`config.mk`:
```
export PLATFORM = sky130hd
export DESIGN_NAME = twb_cond_detect
export DESIGN_NICKNAME = d
export VERILOG_FILES = /design/src/rtl/twb_cond_detect.sv
export SDC_FILE = /design/constraint.sdc
export NUM_CORES = 1
export LEC_CHECK = 0
export BUFFER_PORTS_ARGS = -buffer_cell sky130_fd_sc_hd__buf_2
export CAP_MARGIN = 20
export CORE_MARGIN = 2
export CORE_UTILIZATION = 40
export DETAILED_ROUTE_END_ITERATION = 6
export PLACE_DENSITY = 0.62
export SYNTH_ARGS = -nofsm -noshare
export SYNTH_HDL_FRONTEND = slang
export SYNTH_SLANG_ARGS = --single-unit
```
`constraint.sdc`:
```
create_clock -name clk -period 1.95 [get_ports clk]
set_clock_uncertainty 0.05 [all_clocks]
set_input_delay 0.2925 -clock clk [delete_from_list [all_inputs] [get_ports clk]]
set_output_delay 0.2925 -clock clk [all_outputs]
set_load 0.01 [all_outputs]
```
`src/rtl/twb_cond_detect.sv`:
```
module twb_cond_detect #(
  parameter int SYNC_STAGES = 2,
  parameter int FILT_N      = 3,
  parameter int TX_DLY      = 8
) (
  input  logic clk,
  input  logic rst_n,
  input  logic scl_raw,
  input  logic sda_raw,
  output logic scl_q,
  output logic sda_q,
  output logic scl_rise_p,
  output logic scl_fall_p,
  output logic start_p,
  output logic stop_p,
  output logic busy,
  output logic tx_ok_p,
  output logic tx_window
);

  localparam int FW = $clog2(FILT_N + 1);
  localparam int TW = $clog2(TX_DLY + 1);

  logic [1:0] raw_in;
  logic [1:0] sync_o;
  logic [1:0] filt;
  logic [1:0] filt_d;
  logic [TW-1:0] tcnt;

  assign raw_in = {sda_raw, scl_raw};

  for (genvar i = 0; i < 2; i++) begin : g_line
    logic [SYNC_STAGES-1:0] sh;
    logic [FW-1:0] cnt;
    logic f;

    always_ff @(posedge clk) begin
      if (!rst_n) sh <= '1;
      else        sh <= {sh[SYNC_STAGES-2:0], raw_in[i]};
    end

    assign sync_o[i] = sh[SYNC_STAGES-1];

    always_ff @(posedge clk) begin
      if (!rst_n) begin
        cnt <= '0;
        f   <= 1'b1;
      end else if (sync_o[i] == f) begin
        cnt <= '0;
      end else if (cnt == FW'(FILT_N - 1)) begin
        f   <= sync_o[i];
        cnt <= '0;
      end else begin
        cnt <= cnt + 1'b1;
      end
    end

    assign filt[i] = f;
  end

  always_ff @(posedge clk) begin
    if (!rst_n) filt_d <= 2'b11;
    else        filt_d <= filt;
  end

  assign scl_q = filt[0];
  assign sda_q = filt[1];

  assign scl_rise_p = filt[0] & ~filt_d[0];
  assign scl_fall_p = ~filt[0] & filt_d[0];
  assign start_p    = filt[0] & filt_d[0] & filt_d[1] & ~filt[1];
  assign stop_p     = filt[0] & filt_d[0] & ~filt_d[1] & filt[1];

  always_ff @(posedge clk) begin
    if (!rst_n)       busy <= 1'b0;
    else if (start_p) busy <= 1'b1;
    else if (stop_p)  busy <= 1'b0;
  end

  always_ff @(posedge clk) begin
    if (!rst_n || filt[0])      tcnt <= '0;
    else if (tcnt != TW'(TX_DLY)) tcnt <= tcnt + 1'b1;
  end

  assign tx_ok_p   = ~filt[0] & (tcnt == TW'(TX_DLY - 1));
  assign tx_window = ~filt[0] & (tcnt >= TW'(TX_DLY - 1));


  scl_filt_src_chk: assert property (@(posedge clk) disable iff (!rst_n)
    (scl_q != $past(scl_q)) |-> ($past(sync_o[0]) == scl_q));

  sda_filt_src_chk: assert property (@(posedge clk) disable iff (!rst_n)
    (sda_q != $past(sda_q)) |-> ($past(sync_o[1]) == sda_q));

  busy_set_chk: assert property (@(posedge clk) disable iff (!rst_n)
    start_p |=> busy);

  busy_clr_chk: assert property (@(posedge clk) disable iff (!rst_n)
    stop_p |=> !busy);

  busy_hold_chk: assert property (@(posedge clk) disable iff (!rst_n)
    (!start_p && !stop_p) |=> $stable(busy));

  strobe_excl_chk: assert property (@(posedge clk) disable iff (!rst_n)
    $onehot0({start_p, stop_p, scl_rise_p, scl_fall_p}));

  rise_width_chk: assert property (@(posedge clk) disable iff (!rst_n)
    scl_rise_p |=> !scl_rise_p);

  fall_width_chk: assert property (@(posedge clk) disable iff (!rst_n)
    scl_fall_p |=> !scl_fall_p);

  txok_low_chk: assert property (@(posedge clk) disable iff (!rst_n)
    tx_ok_p |=> (!tx_ok_p && (tx_window || scl_rise_p)));

  win_high_chk: assert property (@(posedge clk) disable iff (!rst_n)
    scl_q |-> !tx_window);

endmodule

```
# --- Yosys cells after proc, flatten, opt, wreduce, memory -nomap -nowiden ---
# Index checks and enable logic that the tools add are counted.
classes:
  n_addsub: 3
  magnitude_cmp: 1
  n_eq_ne: 6
  mux: 2
  bitwise_logic: 16
  n_reduce_logical: 7
op_table:
  columns: ["operator", "n"]
  rows:
  - ["1-bit AND", 9]
  - ["1-bit NOT", 7]
  - ["3-bit OR reduction", 2]
  - ["2-bit by 1-bit adder with 2-bit output (second input constant)", 2]
  - ["4-bit by 1-bit adder with 4-bit output (second input constant)", 1]
  - ["2-bit == test (second input constant)", 2]
  - ["4-bit by 3-bit == test with 1-bit output (second input constant)", 1]
  - ["4-bit by 3-bit greater-or-equal comparator with 1-bit output (second input constant)", 1]
  - ["4-bit != test (second input constant)", 1]
  - ["2-bit AND reduction", 2]
  - ["1-bit == test", 2]
  - ["1-bit 2-to-1 mux", 2]
  - ["2-bit nonzero test", 1]
  - ["1-bit logical NOT", 1]
  - ["1-bit logical OR", 1]
word_totals:
  regBits: 17
  in_bits: 4
  out_inout_bits: 9
  wordCells: 44

# --- Longest topological paths before layout ---
# Gate-level depths: netlist (run 1).
depth:
  ltp_word: 5
  mapped_depth: 5
  depth_no_buf: 5

# --- Worst setup path after synthesis (run 1) ---
# Ideal clock, no wire load.
synth_timing:
  kind: "flip-flop to output port"
  startpoint: "reg tcnt[0]"
  endpoint: "out tx_ok_p"
  arrival_time_ns: 0.877
  t_required_ns: 1.607
  path_slack_ns: 0.730
  path_stages_with_launch: 4
  n_path_buf: 0
  cell_sequence: "dfxtp_1 > ha_1 > nand2_1 > nor3_1"
synth_via:
  elab_chain_len: 2
synth_lines:
  columns: ["item", "line_no", "text"]
  rows:
  - ["start, declared", "28", "logic [TW-1:0] tcnt;"]
  - ["start signal, assigned", "82", "else if (tcnt != TW'(TX_DLY)) tcnt <= tcnt + 1'b1;"]
  - ["4-bit by 3-bit == test with 1-bit output", "85", "assign tx_ok_p = ~filt[0] & (tcnt == TW'(TX_DLY - 1));"]
  - ["1-bit AND", "85", null]
  - ["end, declared", "17", "output logic tx_ok_p,"]
# No other way between the ends.

# --- Worst setup path in the final report (run 1) ---
layout_timing:
  startpoint: "reg g_line[0].f (netlist: scl_q)"
  endpoint: "out start_p"
layout_via:
  elab_chain_len: 3
layout_lines:
  columns: ["item", "line_no", "text"]
  rows:
  - ["start, declared", "35", "logic f;"]
  - ["start signal, assigned", "51", "f <= sync_o[i];"]
  - ["1-bit AND (3 in series)", "71", "assign start_p = filt[0] & filt_d[0] & filt_d[1] & ~filt[1];"]
  - ["end, declared", "14", "output logic start_p,"]
# No other way between the ends.

==> results of run 1 <==
[critical path: cells and delay by family, from the launching register on]
kind | cells | cell delay, ns
DFF | 1 | 0.52
and+or+nand+nor | 2 | 0.29
buffers and inverters | 1 | 0.16
[power breakdown]
group	internal (W)	switching, W	total [W]
combinational	0.00000602	0.00000639	0.0000124
clock	0.0000793	0.0000986	0.000178
sequential	0.000352	0.00000204	0.000354
total	0.000437	0.000107	0.000544
[how the worst max path moves through the flow]
stage | start | end | slack, ns | depth (start not counted)
6_report | scl_q$_SDFFE_PN1P_ | start_p | 0.36 | 3
5_1_grt | scl_q$_SDFFE_PN1P_ | start_p | 0.26 | 3
4_1_cts | scl_q$_SDFFE_PN1P_ | start_p | 0.32 | 3
3_5_place_dp | scl_q$_SDFFE_PN1P_ | start_p | 0.65 | 3
3_3_place_gp | tcnt[0]$_SDFFE_PP0P_ | tx_ok_p | 0.63 | 4
2_1_floorplan | tcnt[0]$_SDFFE_PP0P_ | tx_ok_p | 0.73 | 3
[state kept, by name (all words and copies together) (netlist names)]
| name | count |
|---|---|
| g_line.cnt | 4 |
| busy | 1 |
| scl_q | 1 |
| tcnt | 4 |
| sda_q | 1 |
| g_line.sh | 4 |
| filt_d | 2 |
[per-stage QoR]
stage                     worst slack [ns]  hold slack (ns)
after floorplan                      0.730            0.316
after global placement               0.632            0.340
after detailed placement             0.646            0.348
after CTS                            0.317            0.125
after global routing                 0.257            0.127
final                                0.363            0.138
[final cells by class]
class,instances,area [um^2],area share
flip-flops and latches,17,340,0.435
inverters,4,15.0,0.0192
clock buffers,4,26.3,0.0335
well taps,17,21.3,0.0272
multi-input cells,45,320,0.409
repair buffers,12,60.1,0.0767
[cells by family after synthesis]
family / Yosys count / share of synthesized area
adder cells (fa/ha/maj): 4 / 0.0721
AO/OA/AOI/OAI: 3 / 0.0270
flip-flops: 17 / 0.490
AND/OR/NAND/NOR: 31 / 0.268
XOR/XNOR: 4 / 0.0505
buffers and inverters: 6 / 0.0486
multiplexers: 3 / 0.0432
[per-layer routing]
| layer | global-route usage | vias to the layer above | part of all wire |
|---|---|---|---|
| met4 | 0.0882 | 0 | 0.011 |
| li1 | - | 246 | - |
| met1 | 0.147 | 185 | 0.56 |
| met3 | 0.0238 | 2 | 0.060 |
| met5 | 0 | - | 0 |
| met2 | 0.144 | 12 | 0.37 |
[cell usage after synthesis]
cell type	count
sky130_fd_sc_hd__nand2_4	1
sky130_fd_sc_hd__nand2_1	5
sky130_fd_sc_hd__and2b_2	1
sky130_fd_sc_hd__nand3b_1	4
sky130_fd_sc_hd__dfxtp_1	17
sky130_fd_sc_hd__o2bb2ai_1	1
sky130_fd_sc_hd__xor2_1	3
sky130_fd_sc_hd__nor2_1	8
sky130_fd_sc_hd__nor3b_2	2
sky130_fd_sc_hd__nor3_1	1
sky130_fd_sc_hd__buf_4	1
sky130_fd_sc_hd__inv_1	4
sky130_fd_sc_hd__ha_1	4
sky130_fd_sc_hd__nand2b_2	1
sky130_fd_sc_hd__buf_6	1
sky130_fd_sc_hd__nor2b_1	1
sky130_fd_sc_hd__nand3_1	1
sky130_fd_sc_hd__nand2b_1	6
sky130_fd_sc_hd__mux2i_1	3
sky130_fd_sc_hd__xnor2_1	1
sky130_fd_sc_hd__a21oi_1	2
==> reports/metrics.csv, run 1 <==
metric,value,unit
vias in the first global route,400,
Cell Pwr Density,695,mW/mm^2
unrepaired setup endpoints after global routing,false,
Static Leakage,0.325,nW
Worst R2R Path Depth,5,
post-synthesis cell type with the largest combined area,sky130_fd_sc_hd__dfxtp_1,
utilization after layout,0.469,
critical path peak fanout,9,
number of diodes,0,
critical path endpoint category,primary output,
wire length of the first global-routing pass,1.59,mm
total power after layout,0.000544,W
cell row count,15,
post-synthesis net count,76,
I/O Pins,13,
Final min period,1.59,ns
final number of max-transition violations,0,
most used cells in the layout excluding fill and tap cells,"17 x sky130_fd_sc_hd__dfxtp_1, 12 x sky130_fd_sc_hd__buf_2, 8 x sky130_fd_sc_hd__nor2_1",
summed instance area of the synthesized netlist,694,um^2
register area share after synthesis,0.490,
cell area after layout,783,um^2
die area,0.00209,mm^2
clk slew on worst S/H paths,0.09,ns
final number of setup-violating endpoints,0,
remaining max-slew budget at the tightest pin,0.788,
crit share post-route,0.814,
buffer type at the clock tree root,sky130_fd_sc_hd__clkbuf_4,
classification of the worst setup path,flip-flop to primary output,
final hold violation count,0,
r2r startpoint,tcnt[0]$_SDFFE_PP0P_,
class of the most critical hold timing path,input port to flip-flop,
height of the die,45.7,um
maximum clock rate,630,MHz
sinks on the clock net,17,
fraction of layout instances using a drive strength above 1,0.244,
residual antenna-violating net count after detailed routing,0,
worst-margin pin slew,0.318,ns
post-detailed-route DRC marker count,0,
signed area change from the synthesized netlist to the final layout,12.8,%
cells traversed along the worst timing path,nand2_4 > nor3b_2 > buf_2,
non-filler instance count after layout,99,
# port buffers,12,
"buffers from clock root to sink, at most",2,
clock buffer count from CTS,3,
total via count in the routed design,445,
TritonCTS clock tree,yes,
sum of net half-perimeters after detailed placement,685,um
reg-to-reg endpoint,tcnt[1]$_SDFFE_PP0P_,
max_cap viols,0,
"Data required, critical path",1.61,ns
crit start category,flip-flop,
hold depth,2,
worst-path cell with the longest stage delay,sky130_fd_sc_hd__dfxtp_1,
First-pass DRT Iterations,1,
nets@finish,91,
setup TNS,0,ns
hold-fix buffer count after cts,0,
status,finished clean,
number of warnings printed during yosys synthesis,0,
largest cells by area after synthesis,"sky130_fd_sc_hd__dfxtp_1 49%, sky130_fd_sc_hd__ha_1 7.2%, sky130_fd_sc_hd__nand2b_1 5.4%",
core region area,0.00167,mm^2
routed length per placed instance,9.19,um
clock network latency to the later pin of the worst-skew pair,0.28,ns
unique cell type count in the Yosys netlist,21,
Crit path largest cell delay,0.52,ns
post-DR vias/cell,4.49,
mean cell area of the mapped netlist,10.2,um^2
Synth top area share,0.490,
number of gates resized after cts,0,
number of storage elements in the synthesis netlist,17,
number of buffers added for setup after CTS,0,
cell area after placement,757,um^2
final routed wirelength across all metal layers,910,um
number of placed cells counting well taps,95,
maximum number of pins on one net before global-route repair,13,
data arrival time of the worst path,1.24,ns
antenna violations before repair,0,
"leading cell type in the layout, fill and taps excluded",sky130_fd_sc_hd__dfxtp_1,
Congestion Overflow GR,0,
fill cell instance count of the final layout,163,
width of the chip,45.7,um
"setup slack, reg-to-reg",0.75,ns
total routing usage reported by global routing,0.108,
start point of the worst min-delay path,sda_raw,
Cells after Synth,68,
placer congestion estimate,0.613,
"IR drop worst, VDD",0.312,mV
Hold EP,g_line[1].sh[0]$_SDFF_PN1_,
initial cell density of the core,0.416,
H-tree levels,1,
drt first-iter violations,0,
(Power assumes the default switching activity.)
==> run 2: changes to the inputs <==
==> constraint.sdc (replaced) <==
create_clock -name clk -period 1.6 [get_ports clk]
set_clock_uncertainty 0.05 [all_clocks]
set_input_delay 0.24 -clock clk [delete_from_list [all_inputs] [get_ports clk]]
set_output_delay 0.24 -clock clk [all_outputs]
set_load 0.01 [all_outputs]
==> run 2 against run 1 <==
- hold slack got worse by 0.053 ns
- via count increased by 0.22%
- critical path type unchanged
- highest routed layer unchanged
- register-to-register slack worse by 0.31 ns
==> reports/metrics.csv, run 2 (synthesis results as in run 1) <==
metric,value,unit,change
"Data required, critical path",1.31,ns,-0.30 ns
Static Leakage,0.322,nW,-0.97%
data arrival time of the worst path,1.22,ns,-0.02 ns
total routing usage reported by global routing,0.108,,unchanged
cell area after placement,757,um^2,unchanged
maximum number of pins on one net before global-route repair,13,,unchanged
vias in the first global route,400,,unchanged
TritonCTS clock tree,yes,,
area of the multi-input gates,323,um^2,+0.78%
remaining max-slew budget at the tightest pin,0.857,,+0.0699
routed length per placed instance,9.26,um,+0.77%
die area,0.00209,mm^2,unchanged
sum of net half-perimeters after detailed placement,685,um,unchanged
height of the die,45.7,um,unchanged
nets@finish,91,,unchanged
final number of max-transition violations,0,,unchanged
classification of the worst setup path,flip-flop to primary output,,
biggest registers after layout,"g_line.cnt x4, g_line.sh x4, tcnt x4",,
# port buffers,12,,unchanged
wire length of the first global-routing pass,1.59,mm,unchanged
post-DR vias/cell,4.51,,+0.22%
clk slew on worst S/H paths,0.09,ns,about the same
Cell Pwr Density,842,mW/mm^2,+21%
width of the chip,45.7,um,unchanged
drt first-iter violations,0,,unchanged
critical path endpoint category,primary output,,
final hold violation count,0,,unchanged
final routed wirelength across all metal layers,917,um,+0.77%
number of diodes,0,,unchanged
total via count in the routed design,446,,+0.22%
origin of the worst setup path,tcnt[1]$_SDFFE_PP0P_,,
fill cell instance count of the final layout,162,,-0.61%
number of buffers added for setup after CTS,0,,unchanged
Final min period,1.51,ns,
signed area change from the synthesized netlist to the final layout,13.5,%,
clock network latency to the later pin of the worst-skew pair,0.28,ns,about the same
"leading cell type in the layout, fill and taps excluded",sky130_fd_sc_hd__dfxtp_1,,
"IR drop worst, VDD",0.352,mV,+13%
antenna violations before repair,0,,unchanged
Worst R2R Path Depth,5,,unchanged
reg-to-reg endpoint,tcnt[1]$_SDFFE_PP0P_,,
I/O Pins,13,,unchanged
register area,343,um^2,+0.74%
sinks on the clock net,17,,unchanged
buffer type at the clock tree root,sky130_fd_sc_hd__clkbuf_4,,
class of the most critical hold timing path,input port to flip-flop,,
final number of setup-violating endpoints,0,,unchanged
maximum clock rate,664,MHz,
"setup slack, reg-to-reg",0.44,ns,-0.31 ns
critical path peak fanout,4,,-5
First-pass DRT Iterations,1,,unchanged
fraction of layout instances using a drive strength above 1,0.280,,+0.0366
setup TNS,0,ns,unchanged
core region area,0.00167,mm^2,unchanged
Congestion Overflow GR,0,,unchanged
cell area after layout,788,um^2,+0.64%
residual antenna-violating net count after detailed routing,0,,unchanged
crit start category,flip-flop,,
clock buffer count from CTS,3,,unchanged
capturing instance or port of the critical path,tx_ok_p,,
max_cap viols,0,,unchanged
worst-margin pin slew,0.214,ns,-0.104 ns
most used cells in the layout excluding fill and tap cells,"15 x sky130_fd_sc_hd__dfxtp_1, 12 x sky130_fd_sc_hd__buf_2, 8 x sky130_fd_sc_hd__nor2_1",,
crit share post-route,0.941,,
placer congestion estimate,0.613,,unchanged
status,finished clean,,
post-detailed-route DRC marker count,0,,unchanged
H-tree levels,1,,unchanged
cell row count,15,,unchanged
initial cell density of the core,0.416,,unchanged
"buffers from clock root to sink, at most",2,,unchanged
r2r startpoint,tcnt[1]$_SDFFE_PP0P_,,
[run 2: cell counts in the layout (fill, tap and decap cells not counted)]
No cell type changed its count.
[run 2: layout make-up]
| type | count | share of cell area |
|---|---|---|
| Inverter | 4 | 0.0190 |
| Multi-Input combinational cell | 45 | 0.410 |
| Tap cell | 17 | 0.0270 |
| Sequential cell | 17 | 0.435 |
| Clock buffer | 4 | 0.0333 |
| Timing Repair Buffer | 12 | 0.0762 |
[run 2: stage by stage]
stage	utilization	hold WS [ns]	power, W	setup slack (ns)	std cells
3_3_place_gp	0.453	0.340	0.000456	0.335	95
4_1_cts	0.469	0.0723	0.000678	0.0192	99
6_report	0.472	0.0850	0.000664	0.0947	99
5_1_grt	0.472	0.0746	0.000696	-0.000733	99
2_1_floorplan	-	0.263	0.000452	0.433	68
3_5_place_dp	0.453	0.348	0.000457	0.348	95
[run 2: routing by layer]
layer / global-route usage / wire (um) / vias to the layer above
met4: 0.0882 / 10 / 0
li1: - / - / 246
met1: 0.147 / 508 / 186
met2: 0.144 / 342 / 12
met5: 0 / 0 / -
met3: 0.0238 / 55 / 2
[run 2: report_power, final]
group | leakage [nW] | internal (W) | switching [W]
logic | 0.168 | 0.00000734 | 0.00000781
registers | 0.138 | 0.000429 | 0.00000249
clock network | 0.0150 | 0.0000967 | 0.000120
[run 2: worst min-delay path by stage]
stage / from / slack [ns] / cells after the start / end
floorplan: rst_n / 0.26 / 1 / g_line[0].sh[1]$_SDFF_PN1_
global placement: g_line[1].sh[0]$_SDFF_PN1_ / 0.34 / 1 / g_line[1].sh[1]$_SDFF_PN1_
detailed placement: g_line[1].sh[0]$_SDFF_PN1_ / 0.35 / 1 / g_line[1].sh[1]$_SDFF_PN1_
CTS: sda_raw / 0.07 / 2 / g_line[1].sh[0]$_SDFF_PN1_
global route: sda_raw / 0.07 / 2 / g_line[1].sh[0]$_SDFF_PN1_
finish: sda_raw / 0.09 / 2 / g_line[1].sh[0]$_SDFF_PN1_
[run 2: what timing repair did]
action                     in CTS  in global routing
resized for setup               0                  3
hold buffers                    0                  0
setup endpoints to repair       0                  3
[run 2: critical path: stages (launching register included)]
cell and delay, ns:
sky130_fd_sc_hd__dfxtp_1 0.38, sky130_fd_sc_hd__ha_2 0.21, sky130_fd_sc_hd__nand2_1 0.06, sky130_fd_sc_hd__nor3_1 0.13
sky130_fd_sc_hd__buf_2 0.16
==> run 3: changes to the inputs <==
--- a/config.mk
+++ b/config.mk
@@ -7,7 +7,7 @@
 export LEC_CHECK = 0
 export BUFFER_PORTS_ARGS = -buffer_cell sky130_fd_sc_hd__buf_2
 export CAP_MARGIN = 20
-export CORE_MARGIN = 2
+export CORE_MARGIN = 4
 export CORE_UTILIZATION = 40
 export DETAILED_ROUTE_END_ITERATION = 6
 export PLACE_DENSITY = 0.62
==> run 3 against run 2 <==
- power grew 1.9%
- design area increased by 1.3%
- non-clock buffer count rose by 1
- flip-flop and latch count did not move
- largest power group unchanged
- highest routed layer unchanged
==> reports/metrics.csv, run 3 (synthesis results as in run 1) <==
metric,value,unit,change
critical path peak fanout,4,,unchanged
clock buffer count from CTS,3,,unchanged
die area,0.00247,mm^2,+18%
post-DR vias/cell,4.72,,+4.7%
number of diodes,0,,unchanged
total routing usage reported by global routing,0.0978,,-0.0103
crit start category,flip-flop,,
cells traversed along the worst timing path,ha_2 > nand2_1 > nor3_1 > buf_2,,
hold-fix buffer count after cts,0,,unchanged
most used cells in the layout excluding fill and tap cells,"15 x sky130_fd_sc_hd__dfxtp_1, 12 x sky130_fd_sc_hd__buf_2, 8 x sky130_fd_sc_hd__nor2_1",,
number of buffers added for setup after CTS,0,,unchanged
nets@finish,92,,+1.1%
antenna violations before repair,0,,unchanged
reg-to-reg endpoint,tcnt[1]$_SDFFE_PP0P_,,
classification of the worst setup path,flip-flop to primary output,,
class of the most critical hold timing path,input port to flip-flop,,
max_cap viols,0,,unchanged
status,finished clean,,
core region area,0.00158,mm^2,-5.6%
sinks on the clock net,17,,unchanged
crit share post-route,0.941,,about the same
routed length per placed instance,10.1,um,+8.7%
critical path endpoint category,primary output,,
data arrival time of the worst path,1.22,ns,about the same
clk slew on worst S/H paths,0.10,ns,about the same
biggest registers after layout,"g_line.cnt x4, g_line.sh x4, tcnt x4",,
placer congestion estimate,0.734,,+20%
final setup margin,0.0940,ns,-0.000779 ns
H-tree levels,1,,unchanged
sum of net half-perimeters after detailed placement,722,um,+5.3%
I/O Pins,13,,unchanged
final number of setup-violating endpoints,0,,unchanged
hold depth,2,,unchanged
maximum clock rate,664,MHz,about the same
Crit path largest cell delay,0.37,ns,about the same
cell row count,14,,-1
start point of the worst min-delay path,scl_raw,,
number of gates resized after cts,0,,unchanged
First-pass DRT Iterations,3,,+2
TritonCTS clock tree,yes,,
buffer type at the clock tree root,sky130_fd_sc_hd__clkbuf_4,,
residual antenna-violating net count after detailed routing,0,,unchanged
signed area change from the synthesized netlist to the final layout,15.0,%,
"Data required, critical path",1.31,ns,about the same
Static Leakage,0.326,nW,+1.3%
"buffers from clock root to sink, at most",2,,unchanged
Cell Pwr Density,847,mW/mm^2,+0.60%
initial cell density of the core,0.440,,+0.0247
wire length of the first global-routing pass,1.86,mm,+17%
remaining max-slew budget at the tightest pin,0.846,,-0.0113
width of the chip,49.7,um,+8.8%
total power after layout,0.000676,W,+1.9%
"setup slack, reg-to-reg",0.44,ns,about the same
maximum number of pins on one net before global-route repair,13,,unchanged
Worst R2R Path Depth,5,,unchanged
vias in the first global route,439,,+9.8%
fill cell instance count of the final layout,159,,-1.9%
drt first-iter violations,3,,+3
final hold violation count,0,,unchanged
final routed wirelength across all metal layers,997,um,+8.7%
Hold EP,g_line[0].sh[0]$_SDFF_PN1_,,
clock network latency to the later pin of the worst-skew pair,0.28,ns,about the same
pre-CTS WS,0.389,ns,+0.0402 ns
height of the die,49.7,um,+8.8%
worst-path cell with the longest stage delay,sky130_fd_sc_hd__dfxtp_2,,
r2r startpoint,tcnt[0]$_SDFFE_PP0P_,,
worst-margin pin slew,0.231,ns,+0.0170 ns
Final min period,1.51,ns,+0.000779 ns
# port buffers,12,,unchanged
total via count in the routed design,467,,+4.7%
Congestion Overflow GR,0,,unchanged
fraction of layout instances using a drive strength above 1,0.301,,+0.0207
"leading cell type in the layout, fill and taps excluded",sky130_fd_sc_hd__dfxtp_1,,
post-detailed-route DRC marker count,0,,unchanged
"IR drop worst, VDD",0.754,mV,+110%
final number of max-transition violations,0,,unchanged
-- run 3: routing by layer --
layer	track usage	routed length, um
met5	0	0
met4	0.0138	10
met3	0.0542	51
met2	0.159	450
met1	0.115	484
-- run 3: through the flow --
stage          cells   util  hold slack (ns)  area (um^2)  TNS (ns)
6_report          99  0.506           0.0759          798         0
5_1_grt           99  0.506           0.0579          798   -0.0145
4_1_cts           99  0.503           0.0625          793         0
3_5_place_dp      95  0.484            0.343          763         0
3_3_place_gp      95  0.484            0.340          763         0
2_1_floorplan     68      -            0.263          694         0
-- run 3: worst max path at each step --
stage                                     from  endpoint  slack, ns  cells after the start
final                     tcnt[0]$_SDFFE_PP0P_   tx_ok_p       0.09                      4
after global routing      tcnt[0]$_SDFFE_PP0P_   tx_ok_p      -0.01                      4
after CTS                 tcnt[0]$_SDFFE_PP0P_   tx_ok_p       0.05                      4
after detailed placement  tcnt[0]$_SDFFE_PP0P_   tx_ok_p       0.39                      4
after global placement    tcnt[0]$_SDFFE_PP0P_   tx_ok_p       0.41                      4
after floorplan           tcnt[0]$_SDFFE_PP0P_   tx_ok_p       0.43                      3
-- run 3: worst max-delay path, delay by kind of cell (launching register included) --
| family | cells | cell delay, ns |
|---|---|---|
| DFF | 1 | 0.37 |
| adders and majority gates | 1 | 0.20 |
| and+or+nand+nor | 2 | 0.20 |
| buffers and inverters | 1 | 0.16 |
-- run 3: layout make-up --
class	count	area [um^2]	share of cell area
sequential	17	343	0.429
multi-input combinational	45	323	0.404
timing repair buffer	13	67.6	0.0846
clock buffer	3	22.5	0.0282
tap	16	20.0	0.0251
inverter	4	15.0	0.0188
clock inverter	1	7.51	0.00940
-- run 3: where the power goes --
| group | switching (W) | internal, W | total (W) | leakage, nW |
|---|---|---|---|---|
| Sequential | 0.00000230 | 0.000429 | 0.000431 | 0.139 |
| Clock | 0.000134 | 0.0000949 | 0.000229 | 0.0139 |
| Combinational | 0.00000848 | 0.00000739 | 0.0000159 | 0.172 |
